File: src/rtl/qic_pkg.sv
package qic_pkg;
  localparam int FLAG_W = 4;
  localparam int CODE_W = 3;

  typedef enum logic [1:0] {
    FLG_EMPTY  = 2'd0,
    FLG_NEMPTY = 2'd1,
    FLG_NFULL  = 2'd2,
    FLG_FULL   = 2'd3
  } flag_sel_e;

  localparam logic [FLAG_W-1:0] FLAG_RST_NIBBLE = 4'h3;
endpackage

File: src/rtl/qic_rst_sync.sv
module qic_rst_sync (
  input  logic clk_i,
  input  logic rst_ni,
  output logic rst_sync_no
);
  logic [1:0] chain_q;

  always_ff @(posedge clk_i or negedge rst_ni) begin
    if (!rst_ni) chain_q <= 2'b00;
    else         chain_q <= {chain_q[0], 1'b1};
  end

  assign rst_sync_no = chain_q[1];
endmodule

File: src/rtl/qic_cond_decode.sv
module qic_cond_decode
  import qic_pkg::*;
#(
  parameter int NQ = 32
) (
  input  logic [FLAG_W*NQ-1:0] flags_i,
  input  logic [CODE_W*NQ-1:0] codes_i,
  output logic [NQ-1:0]        cond_o
);
  for (genvar q = 0; q < NQ; q++) begin : g_q
    logic [FLAG_W-1:0] nib;
    logic [CODE_W-1:0] code;
    flag_sel_e         pick;
    logic              raw;

    assign nib  = flags_i[FLAG_W*q +: FLAG_W];
    assign code = codes_i[CODE_W*q +: CODE_W];
    assign pick = flag_sel_e'(code[1:0]);

    always_comb begin
      unique case (pick)
        FLG_EMPTY:  raw = nib[0];
        FLG_NEMPTY: raw = nib[1];
        FLG_NFULL:  raw = nib[2];
        default:    raw = nib[3];
      endcase
    end

    // code bit 2 inverts the picked flag
    assign cond_o[q] = raw ^ code[2];
  end
endmodule

File: src/rtl/qic_irq_half.sv
module qic_irq_half #(
  parameter int NQ = 32
) (
  input  logic          clk_i,
  input  logic          rst_ni,
  input  logic [NQ-1:0] cond_i,
  input  logic          en_we_i,
  input  logic          st_we_i,
  input  logic [NQ-1:0] wdata_i,
  output logic [NQ-1:0] en_o,
  output logic [NQ-1:0] st_o,
  output logic          irq_o
);
  logic [NQ-1:0] en_q, en_d;
  logic [NQ-1:0] st_q, st_d;
  logic [NQ-1:0] clr_mask, set_mask;
  logic          irq_q, irq_d;

  always_comb begin
    en_d     = en_we_i ? wdata_i : en_q;
    clr_mask = st_we_i ? wdata_i : '0;
    set_mask = cond_i & en_q;
    // set beats clear; a dropped enable removes the pending bit
    st_d     = ((st_q & ~clr_mask) | set_mask) & en_d;
    irq_d    = |(st_d & en_d);
  end

  always_ff @(posedge clk_i or negedge rst_ni) begin
    if (!rst_ni) begin
      en_q  <= '0;
      st_q  <= '0;
      irq_q <= 1'b0;
    end else begin
      en_q  <= en_d;
      st_q  <= st_d;
      irq_q <= irq_d;
    end
  end

  assign en_o  = en_q;
  assign st_o  = st_q;
  assign irq_o = irq_q;
endmodule

File: src/rtl/qic_ctrl.sv
module qic_ctrl
  import qic_pkg::*;
#(
  parameter int HALF_Q = 32,
  parameter int ADDR_W = 4
) (
  input  logic                 clk_i,
  input  logic                 rst_ni,
  input  logic [ADDR_W-1:0]    reg_addr_i,
  input  logic                 reg_wr_i,
  input  logic [HALF_Q-1:0]    reg_wdata_i,
  output logic [HALF_Q-1:0]    reg_rdata_o,
  input  logic [4*HALF_Q-1:0]  lo_flags_i,
  input  logic [HALF_Q-1:0]    hi_nne_i,
  input  logic [HALF_Q-1:0]    hi_full_i,
  output logic                 irq_lo_o,
  output logic                 irq_hi_o
);
  localparam int DATA_W    = HALF_Q;
  localparam int SLOTS     = DATA_W / FLAG_W;
  localparam int SRC_WORDS = HALF_Q / SLOTS;
  localparam int FLG_WORDS = (FLAG_W * HALF_Q) / DATA_W;
  localparam int A_SRC     = 0;
  localparam int A_EN_LO   = A_SRC + SRC_WORDS;
  localparam int A_EN_HI   = A_EN_LO + 1;
  localparam int A_ST_LO   = A_EN_HI + 1;
  localparam int A_ST_HI   = A_ST_LO + 1;
  localparam int A_FLG     = A_ST_HI + 1;
  localparam int A_NNE     = A_FLG + FLG_WORDS;
  localparam int A_FULL    = A_NNE + 1;

  logic rst_sync_n;

  qic_rst_sync u_rst (
    .clk_i       (clk_i),
    .rst_ni      (rst_ni),
    .rst_sync_no (rst_sync_n)
  );

  // source codes
  logic [CODE_W*HALF_Q-1:0] src_q, src_d;

  always_comb begin
    src_d = src_q;
    for (int w = 0; w < SRC_WORDS; w++) begin
      if (reg_wr_i && reg_addr_i == ADDR_W'(A_SRC + w)) begin
        for (int j = 0; j < SLOTS; j++) begin
          src_d[CODE_W*(w*SLOTS+j) +: CODE_W] = reg_wdata_i[FLAG_W*j +: CODE_W];
        end
      end
    end
  end

  always_ff @(posedge clk_i or negedge rst_sync_n) begin
    if (!rst_sync_n) src_q <= '0;
    else             src_q <= src_d;
  end

  // sampled flags
  logic [4*HALF_Q-1:0] lo_flag_q;
  logic [HALF_Q-1:0]   nne_q, full_q;

  always_ff @(posedge clk_i or negedge rst_sync_n) begin
    if (!rst_sync_n) begin
      lo_flag_q <= {HALF_Q{FLAG_RST_NIBBLE}};
      nne_q     <= '1;
      full_q    <= '0;
    end else begin
      lo_flag_q <= lo_flags_i;
      nne_q     <= hi_nne_i;
      full_q    <= hi_full_i;
    end
  end

  // condition decode
  logic [HALF_Q-1:0] cond_lo;

  qic_cond_decode #(.NQ(HALF_Q)) u_dec (
    .flags_i (lo_flag_q),
    .codes_i (src_q),
    .cond_o  (cond_lo)
  );

  // per-half enable / status / request
  logic [HALF_Q-1:0] en_lo, st_lo, en_hi, st_hi;
  logic wr_en_lo, wr_en_hi, wr_st_lo, wr_st_hi;

  assign wr_en_lo = reg_wr_i && reg_addr_i == ADDR_W'(A_EN_LO);
  assign wr_en_hi = reg_wr_i && reg_addr_i == ADDR_W'(A_EN_HI);
  assign wr_st_lo = reg_wr_i && reg_addr_i == ADDR_W'(A_ST_LO);
  assign wr_st_hi = reg_wr_i && reg_addr_i == ADDR_W'(A_ST_HI);

  qic_irq_half #(.NQ(HALF_Q)) u_lo (
    .clk_i   (clk_i),
    .rst_ni  (rst_sync_n),
    .cond_i  (cond_lo),
    .en_we_i (wr_en_lo),
    .st_we_i (wr_st_lo),
    .wdata_i (reg_wdata_i),
    .en_o    (en_lo),
    .st_o    (st_lo),
    .irq_o   (irq_lo_o)
  );

  qic_irq_half #(.NQ(HALF_Q)) u_hi (
    .clk_i   (clk_i),
    .rst_ni  (rst_sync_n),
    .cond_i  (nne_q),
    .en_we_i (wr_en_hi),
    .st_we_i (wr_st_hi),
    .wdata_i (reg_wdata_i),
    .en_o    (en_hi),
    .st_o    (st_hi),
    .irq_o   (irq_hi_o)
  );

  // read path
  always_comb begin
    reg_rdata_o = '0;
    for (int w = 0; w < SRC_WORDS; w++) begin
      if (reg_addr_i == ADDR_W'(A_SRC + w)) begin
        for (int j = 0; j < SLOTS; j++) begin
          reg_rdata_o[FLAG_W*j +: CODE_W] = src_q[CODE_W*(w*SLOTS+j) +: CODE_W];
        end
      end
    end
    for (int w = 0; w < FLG_WORDS; w++) begin
      if (reg_addr_i == ADDR_W'(A_FLG + w)) reg_rdata_o = lo_flag_q[DATA_W*w +: DATA_W];
    end
    if (reg_addr_i == ADDR_W'(A_EN_LO)) reg_rdata_o = en_lo;
    if (reg_addr_i == ADDR_W'(A_EN_HI)) reg_rdata_o = en_hi;
    if (reg_addr_i == ADDR_W'(A_ST_LO)) reg_rdata_o = st_lo;
    if (reg_addr_i == ADDR_W'(A_ST_HI)) reg_rdata_o = st_hi;
    if (reg_addr_i == ADDR_W'(A_NNE))   reg_rdata_o = nne_q;
    if (reg_addr_i == ADDR_W'(A_FULL))  reg_rdata_o = full_q;
  end
endmodule

File: config.mk
export PLATFORM = sky130hd
export DESIGN_NAME = qic_ctrl
export DESIGN_NICKNAME = d
export VERILOG_FILES = /design/src/rtl/qic_pkg.sv /design/src/rtl/qic_rst_sync.sv /design/src/rtl/qic_cond_decode.sv /design/src/rtl/qic_irq_half.sv /design/src/rtl/qic_ctrl.sv
export SDC_FILE = /design/constraint.sdc
export NUM_CORES = 1
export LEC_CHECK = 0
export BUFFER_PORTS_ARGS = -buffer_cell sky130_fd_sc_hd__buf_2
export CELL_PAD_IN_SITES_DETAIL_PLACEMENT = 0
export CELL_PAD_IN_SITES_GLOBAL_PLACEMENT = 1
export CORE_MARGIN = 2
export CORE_UTILIZATION = 50
export CTS_CLUSTER_SIZE = 20
export DETAILED_ROUTE_END_ITERATION = 8
export HOLD_SLACK_MARGIN = 0.1
export PLACE_DENSITY_LB_ADDON = 0.08
export SYNTH_ARGS = -nofsm -noshare
export SYNTH_HDL_FRONTEND = slang
export SYNTH_SLANG_ARGS = --single-unit
File: constraint.sdc
create_clock -name clk_i -period 27.1 [get_ports clk_i]
set_input_delay 1.355 -clock clk_i [delete_from_list [all_inputs] [get_ports clk_i]]
set_output_delay 1.355 -clock clk_i [all_outputs]
set_load 0.005 [all_outputs]
* Word-level counts from Yosys, hierarchy flattened
Cells that the tools add are included.
Operators by class: reductions and logical operators 43, equality and inequality tests 77, mux-type cells 78, bitwise logic cells 44
Operator list (number):
- $mux 32 | 14
- $and 32x32->32 | 8
- $mux 3 | 32
- $pmux 1 s3 | 32
- $eq 2x1->1 const B | 32
- $eq 2x2->1 const B | 32
- $logic_not 2->1 | 32
- $not 32->32 | 2
- $or 32x32->32 | 2
- $reduce_or 32->1 | 2
- $xor 1x1->1 | 32
- $eq 4x4->1 const B | 6
- $eq 4x3->1 const B | 4
- $eq 4x2->1 const B | 2
- $logic_and 1x1->1 | 8
- $eq 4x1->1 const B | 1
- $logic_not 4->1 | 1
Word-level totals: input bits 231, register bits after elaboration 420, output and inout bits 34, logic and storage cells 256

* Depth between registers and ports, before layout
Gate-level depths: netlist (run 1).
depth after elaboration 15, depth in mapped cells 11, mapped depth without buffers 6

* Modules after synthesis
Synthesis (run 1) repeated with hierarchy kept, for this count alone.
Second synthesis, totals: cell total of the unflattened synthesis 1668, area, all modules 19965.4 µm²
By module, submodules not included:
- qic_ctrl | instances 1, area each 12802.3 µm², cells an instance 997, sequential area each 7327.0 µm²
- qic_irq_half | instances 2, area each 3054.2 µm², cells an instance 302, sequential area each 1626.6 µm²
- qic_cond_decode | instances 1, area each 1001.0 µm², cells an instance 64, sequential area each 0.0 µm²
- qic_rst_sync | instances 1, area each 53.8 µm², cells an instance 3, sequential area each 50.0 µm²

* Least setup slack after synthesis (run 1)
Ideal clock, no wire load.
kind in2out, from input reg_addr_i[0], to output reg_rdata_o[24], slack 22.674 ns, buffers on the path 4, data required time 25.745 ns, cell stages on the path 8, arrival 3.071 ns, path through buf_2 > buf_2 > nor3b_1 > and2_1 > clkbuf_1 > buf_1 > a221oi_1 > o21ai_1
On the way: word-level cells in the longest chain between the ends 15, elaborated cells between the ends (all ways) 28, those cells by class eq/ne (13); mux (14); reduce/logical (1)
RTL lines:
- start: declaration | RTL line qic_ctrl.sv:9 | input logic [ADDR_W-1:0] reg_addr_i,
- $logic_not 4->1 | RTL line qic_ctrl.sv:121 | if (reg_addr_i == ADDR_W'(A_SRC + w)) begin
- $mux 3 (4 in a row) | RTL line qic_ctrl.sv:121
- $mux 32 (4 in a row) | RTL line qic_ctrl.sv:128 | if (reg_addr_i == ADDR_W'(A_FLG + w)) reg_rdata_o = lo_flag_q[DATA_W*w +: DATA_W];
- $mux 32 | RTL line qic_ctrl.sv:130 | if (reg_addr_i == ADDR_W'(A_EN_LO)) reg_rdata_o = en_lo;
- $mux 32 | RTL line qic_ctrl.sv:131 | if (reg_addr_i == ADDR_W'(A_EN_HI)) reg_rdata_o = en_hi;
- $mux 32 | RTL line qic_ctrl.sv:132 | if (reg_addr_i == ADDR_W'(A_ST_LO)) reg_rdata_o = st_lo;
- $mux 32 | RTL line qic_ctrl.sv:133 | if (reg_addr_i == ADDR_W'(A_ST_HI)) reg_rdata_o = st_hi;
- $mux 32 | RTL line qic_ctrl.sv:134 | if (reg_addr_i == ADDR_W'(A_NNE)) reg_rdata_o = nne_q;
- $mux 32 (*) | RTL line qic_ctrl.sv:135 | if (reg_addr_i == ADDR_W'(A_FULL)) reg_rdata_o = full_q;
- end: declaration | RTL line qic_ctrl.sv:12 | output logic [HALF_Q-1:0] reg_rdata_o,
Mark *: on every way between the ends. The rest lies on a longest branch, timed or not.

* Worst setup path in the final report (run 1)
from input reg_addr_i[0], to output reg_rdata_o[30]
The elaborated chain is that of the path after synthesis.

==> impl_metrics.py, run 1 <==
metrics = {
    "sta": {
        "fmax_mhz": 157,
        "rsz0062_at_grt": "false",
        "period_share_pct": 23.5,
        "worst-slew-pin-transition_ps": 1190,
        "final.setup_skew_ps": 19.8,
        "slew_violations": 0,
        "worst_hold_slack_ps": 350,
        "min_period_ps": 6380,
        "setup_ws_ps": 20720,
        "fin_tns_setup_ps": 0,
        "setup_viol": 0,
        "relSlewSlack_pct": 20.3,
        "timing.final.hold_violations": 0,
    },
    "route": {
        "viasPerCell": 6.36,
        "wire_per_inst_um": 29.7,
        "via_count": 15200,
        "firstDrtPassIters": 6,
        "remaining_drc_errors": 0,
        "drt-initial-drc-count": 1604,
        "wl_mm": 70.9,
        "drtAntennaViolNets": 0,
    },
    "layout": {
        "regArea_mm2": 0.0106,
        "final_cells": 2386,
        "syn_to_final_growth_pct": 17.0,
        "finalNetCount": 2060,
        "multi_input_area_mm2": 0.00847,
        "drive_gt1_share_pct": 37.9,
        "fillCellCount": 3249,
        "most-common-layout-cells": "323 x dfrtp_1, 261 x buf_2, 140 x mux2_2",
        "final_common_cell": "dfrtp_1",
    },
    "setup_path": {
        "timing.rr.end": "u_lo.irq_o",
        "ff2ff_path_depth": 6,
        "crit_type": "input pin to primary output",
        "worst_ep_arrival_time_ps": 5020,
        "setup.worst_path.start": "reg_addr_i[0]",
        "cp-start-kind": "input pin",
        "endpoint_kind": "primary output",
        "critPathMaxFanout": 38,
        "crit_required_ps": 25740,
        "crit_end": "reg_rdata_o[30]",
        "r2r_setup_slack_ps": 24550,
        "reg2reg_from": "lo_flag_q[58]",
    },
    "global_routing": {
        "grt_pass1_vias": 15300,
        "grt_max_degree": 151,
        "grt_pass1_wl_mm": 103,
        "grt-ovfl-total": 0,
        "antenna_found_initial": 6,
        "grt_use_total_pct": 34.6,
    },
    "synthesis": {
        "ys_ff_latch": 420,
        "synth_seq_area_share_pct": 54.0,
        "synth-edff-count": 0,
        "async_reset_ff_share_pct": 100,
        "ys_dominant_reg_cell": "dfrtp_1",
        "synth.cell_area_mm2": 0.0197,
        "synth_nets": 1844,
        "avgSynthCellArea_um2": 12.2,
        "synth_cell_types": 55,
        "syn-instance-count": 1613,
        "yosys_warnings": 0,
    },
    "clocking": {
        "cts_hold_buffers": 0,
        "path_clk_slew_ps": 50,
        "clockRootBuffer": "clkbuf_16",
        "clockBufferDepth": 3,
        "cts_resized": 0,
        "postCtsSetupBuffers": 0,
        "cts_tree": "yes",
        "clk_latency_ps": 600,
        "htree_levels": 2,
        "cts_sinks": 420,
        "cts_made_buffers": 46,
    },
    "place": {
        "dp_cells": 2299,
        "place_congestion": 0.970,
        "dp_slack_ps": 20780,
        "portBuffers": 264,
        "dp_hpwl_mm": 50.8,
    },
    "floorplan": {
        "core_area_mm2": 0.0387,
        "die_area_mm2": 0.0410,
        "num_rows": 72,
        "start_util_pct": 50.8,
        "die_x_um": 202,
        "io_pins": 265,
        "die_h_um": 202,
    },
    "power_and_ir_drop": {
        "p_per_area_mw_per_mm2": 82.3,
        "power.total_mw": 1.90,
        "vdd_drop_max_mv": 0.0693,
        "cellLeakagePower_nw": 10.2,
    },
    "hold_path": {
        "hold_path_class": "register to register",
    },
    "run": {
        "maxCapViolations": 0,
    },
    "status": {
        "outcome": "complete, no violations",
    },
}
[through the flow]
step                      utilization, %  cell area [um^2]
after floorplan                        -             19700
after global placement              55.2             21400
after detailed placement            55.2             21400
after CTS                           59.4             23000
after global routing                59.4             23000
final                               59.4             23000
[cells in the mapped netlist, drive strengths merged, types with 32 or more instances]
cell type	instances	area share (%)
mux2i	93	4.7
a22oi	37	1.4
dfstp	96	13
o21ai	86	2.2
inv	36	0.69
xor2	65	2.9
mux4	33	3.8
and2	35	1.1
nand2b	37	1.2
o221a	32	1.8
o221ai	35	1.6
a31oi	40	1.3
a31o	32	1.4
dfrtp	324	41
nand2	102	1.9
nor2	60	1.1
mux2	180	11
a21oi	49	1.2
clkbuf	85	1.6
buf	32	0.89
[report_power, final]
group	internal, mW	total, mW	switching [mW]
logic	0.186	0.391	0.205
registers	0.726	0.829	0.103
clock network	0.409	0.676	0.267
[worst max-delay path: stages]
cell and delay (ps):
buf_4 340, buf_4 550, buf_4 570, nor2b_4 750, nand3_1 780, nor2_1 320, a21oi_1 80, buf_2 180
[how the worst min path moves through the flow]
stage,start,end,slack (ps),cells after the start
floorplan,u_rst.chain_q[0],u_rst.chain_q[1],330,0
global placement,u_rst.chain_q[0],u_rst.chain_q[1],340,0
detailed placement,u_rst.chain_q[0],u_rst.chain_q[1],340,0
CTS,u_rst.chain_q[0],u_rst.chain_q[1],350,0
global route,u_rst.chain_q[0],u_rst.chain_q[1],360,0
finish,u_rst.chain_q[0],u_rst.chain_q[1],350,0
[metal layers]
layer | up-vias | track usage, % | wire length, um | share of wire [%]
met5 | - | 0 | 26 | 0.037
met4 | 4 | 19.1 | 4200 | 5.9
met3 | 177 | 7.74 | 6630 | 9.4
met2 | 889 | 52.0 | 31400 | 44
met1 | 7720 | 46.8 | 28600 | 40
li1 | 6385 | - | - | -
[flip-flops by register name, summed over array words and instances, names as in the netlist]
register,cells
lo_flag_q,128
src_q,96
full_q,32
nne_q,32
u_hi.en_o,32
u_hi.st_o,32
u_lo.en_o,32
u_lo.st_o,32
u_rst.chain_q,2
u_hi.irq_o,1
u_lo.irq_o,1
[logic make-up after synthesis]
kind of cell / share of synthesized area (%)
xor+xnor: 2.89
simple gates: 6.95
flops: 54.0
buf+inv: 3.20
compound gates: 13.9
other cells: 0.0191
mux: 19.1
[area by class of cell]
| type | instances | share of cell area, % |
|---|---|---|
| Inverter | 36 | 0.587 |
| Multi-Input combinational cell | 1040 | 36.8 |
| Sequential cell | 420 | 46.2 |
| Clock inverter | 21 | 1.35 |
| Antenna cell | 1 | 0.0109 |
| Clock buffer | 65 | 5.75 |
| Tap cell | 518 | 2.81 |
| Timing Repair Buffer | 285 | 6.51 |
No activity file was read; power rests on OpenSTA's default activity.
==> inputs of run 2 (changes only) <==
--- a/config.mk
+++ b/config.mk
@@ -9,7 +9,7 @@
 export CELL_PAD_IN_SITES_DETAIL_PLACEMENT = 0
 export CELL_PAD_IN_SITES_GLOBAL_PLACEMENT = 1
 export CORE_MARGIN = 2
-export CORE_UTILIZATION = 50
+export CORE_UTILIZATION = 42
 export CTS_CLUSTER_SIZE = 20
 export DETAILED_ROUTE_END_ITERATION = 8
 export HOLD_SLACK_MARGIN = 0.1
==> constraint.sdc (replaced) <==
create_clock -name clk_i -period 5.59 [get_ports clk_i]
set_input_delay 0.2795 -clock clk_i [delete_from_list [all_inputs] [get_ports clk_i]]
set_output_delay 0.2795 -clock clk_i [all_outputs]
set_load 0.005 [all_outputs]
==> run 2 against run 1 <==
Compared with the run above:
- setup slack lost 19000 ps
- non-clock buffer count up 218
- register-to-register slack got worse by 21000 ps
- die area grew 19%
- sequential power grew to 4.9 times the previous value
- design area is 9.8% higher
- largest cell class unchanged
- power rose to 4.9 times the previous value
- first-iteration DRC count rose by 1.9%
- global-route usage down 2.2 points
- critical endpoint is now reg_rdata_o[24]
- sequential share of layout area fell by 4.1 points
- clock-buffer cell count is 5 lower
- hold slack worse by 210 ps
==> impl_metrics.py, run 2 (synthesis gave the netlist of run 1 again) <==
metrics = {
    "route": {
        "wl_met3_mm": 5.95,
        "wl_met2_mm": 37.6,
        "drtAntennaViolNets": 0,
        "via_count": 15900,
        "firstDrtPassIters": 7,
        "drt-met1-wl_mm": 31.7,
        "remaining_drc_errors": 0,
        "top_layer": "met5",
        "wl_mm": 78.4,
        "viasPerCell": 5.89,
        "wire_per_inst_um": 29.1,
        "drt-initial-drc-count": 1635,
    },
    "sta": {
        "min_period_ps": 3580,
        "relSlewSlack_pct": 19.8,
        "setup_viol": 0,
        "rsz0062_at_grt": "false",
        "worst-slew-pin-transition_ps": 1200,
        "slew_violations": 0,
        "final.setup_skew_ps": 15.6,
        "timing.final.hold_violations": 0,
        "fmax_mhz": 279,
        "period_share_pct": 64.0,
        "setup_ws_ps": 2010,
        "fin_tns_setup_ps": 0,
        "worst_hold_slack_ps": 144,
    },
    "floorplan": {
        "die_x_um": 220,
        "io_pins": 265,
        "num_rows": 79,
        "die_h_um": 220,
        "start_util_pct": 42.5,
        "die_area_mm2": 0.0486,
        "core_area_mm2": 0.0464,
    },
    "clocking": {
        "cts_sinks": 420,
        "path_clk_slew_ps": 60,
        "postCtsSetupBuffers": 0,
        "htree_levels": 2,
        "cts_tree": "yes",
        "clockBufferDepth": 3,
        "clockRootBuffer": "clkbuf_16",
        "cts_made_buffers": 47,
        "cts_hold_buffers": 207,
        "clk_latency_ps": 600,
        "cts_resized": 0,
    },
    "setup_path": {
        "critPathMaxFanout": 42,
        "cp-start-kind": "input pin",
        "worst_ep_arrival_time_ps": 3300,
        "r2r_setup_slack_ps": 3160,
        "cp_cell_sequence": "buf_4 -> buf_4 -> mux4_2 -> a22oi_1 -> o221ai_1 -> a221oi_1 -> o21ai_1 -> buf_2",
        "crit_required_ps": 5310,
        "endpoint_kind": "primary output",
        "crit_type": "input pin to primary output",
        "cp_slowest_cell": "a221oi_1",
        "slowest_delay_ps": 690,
        "cp_common_cell": "buf_4",
        "critPathTopFamily": "buffers and inverters",
        "ff2ff_path_depth": 6,
        "path_buf_inv": 3,
        "reg2reg_from": "lo_flag_q[15]",
        "timing.rr.end": "u_lo.irq_o",
    },
    "power_and_ir_drop": {
        "vdd_drop_max_mv": 0.270,
        "p_sw_share_pct": 31.0,
        "pwr-share-clk_pct": 35.2,
        "p_seq_share_pct": 43.0,
        "p_per_area_mw_per_mm2": 370,
        "cellLeakagePower_nw": 11.1,
        "comb_power_share_pct": 21.8,
        "internal_power_mw": 6.46,
        "p_switching_mw": 2.90,
    },
    "hold_path": {
        "hold_path_class": "input pin to register",
        "min-delay-start": "reg_wdata_i[9]",
        "holdPathEnd": "src_q[31]",
        "hold_path_depth": 2,
    },
    "layout": {
        "fin_util_pct": 54.5,
        "syn_to_final_growth_pct": 28.5,
        "drive_gt1_share_pct": 34.6,
        "most-common-layout-cells": "323 x dfrtp_1, 262 x buf_2, 207 x dlygate4sd3_1",
        "largest_registers": "lo_flag_q x128, src_q x96",
        "regMostFlops": "lo_flag_q",
        "largest_reg_flops": 128,
        "final_cells": 2695,
        "finalNetCount": 2279,
        "final_common_cell": "dfrtp_1",
    },
    "global_routing": {
        "grt_pass1_wl_mm": 113,
        "antenna_found_initial": 5,
        "grt-ovfl-total": 0,
        "grt_pass1_vias": 16000,
        "grt_max_degree": 150,
        "grt_use_total_pct": 32.4,
    },
    "run": {
        "maxCapViolations": 0,
    },
    "place": {
        "dp_slack_ps": 2060,
        "dp_hpwl_mm": 54.9,
        "dp_cells": 2399,
        "portBuffers": 264,
        "place_congestion": 0.916,
    },
    "status": {
        "outcome": "complete, no violations",
    },
}
-- run 2: cell types whose count changed in the layout (fill, tap and decap cells not counted), moves of 2 or more --
cell / previous run / this run
buf_4: 23 / 32
clkbuf_8: 8 / 4
clkinv_2: 8 / 6
clkinvlp_4: 3 / 9
dlygate4sd3_1: 0 / 207
inv_6: 1 / 5
-- run 2: worst register-to-register path, cell delays in order, from the launching register on --
cell	delay, ps
dfrtp_1	480
mux2i_1	210
xor2_1	290
o221ai_1	180
a22oi_1	480
nand4_1	170
or4_1	510
-- run 2: worst max path at each step --
| stage | cells after the start | slack, ps | end | from |
|---|---|---|---|---|
| 3_3_place_gp | 8 | 2070 | reg_rdata_o[24] | reg_addr_i[1] |
| 2_1_floorplan | 0 | 1520 | full_q[0] | u_rst.chain_q[1] |
| 3_5_place_dp | 8 | 2060 | reg_rdata_o[24] | reg_addr_i[1] |
| 4_1_cts | 8 | 2050 | reg_rdata_o[24] | reg_addr_i[1] |
| 6_report | 8 | 2010 | reg_rdata_o[24] | reg_addr_i[1] |
| 5_1_grt | 8 | 1910 | reg_rdata_o[24] | reg_addr_i[1] |
-- run 2: routing by layer --
metal | GRT usage (%) | vias up
li1 | - | 6826
met1 | 43.0 | 8162
met2 | 52.8 | 737
met3 | 5.62 | 153
met4 | 13.2 | 2
met5 | 0 | -
-- run 2: per-stage QoR --
stage	area [um^2]	total power, mW
after floorplan	19700	5.12
after global placement	21600	5.94
after detailed placement	21600	5.95
after CTS	25300	9.37
after global routing	25300	9.72
final	25300	9.37
-- run 2: final cells by class --
class                   instances  area [um^2]
diodes                          1         2.50
clock buffers                  60         1260
clock inverters                28          360
fillers                      3970        21100
inverters                      36          135
multi-input cells            1040         8470
flip-flops and latches        420        10600
well taps                     607          759
repair buffers                503         3660
-- run 2: power groups by stage --
stage / logic (mW) / registers [mW] / clock network [mW]
2_1_floorplan: 1.23 / 3.89 / 0
3_3_place_gp: 1.88 / 4.06 / 0
3_5_place_dp: 1.89 / 4.06 / 0
5_1_grt: 2.17 / 4.07 / 3.47
4_1_cts: 2.02 / 4.01 / 3.33
6_report: 2.04 / 4.03 / 3.29
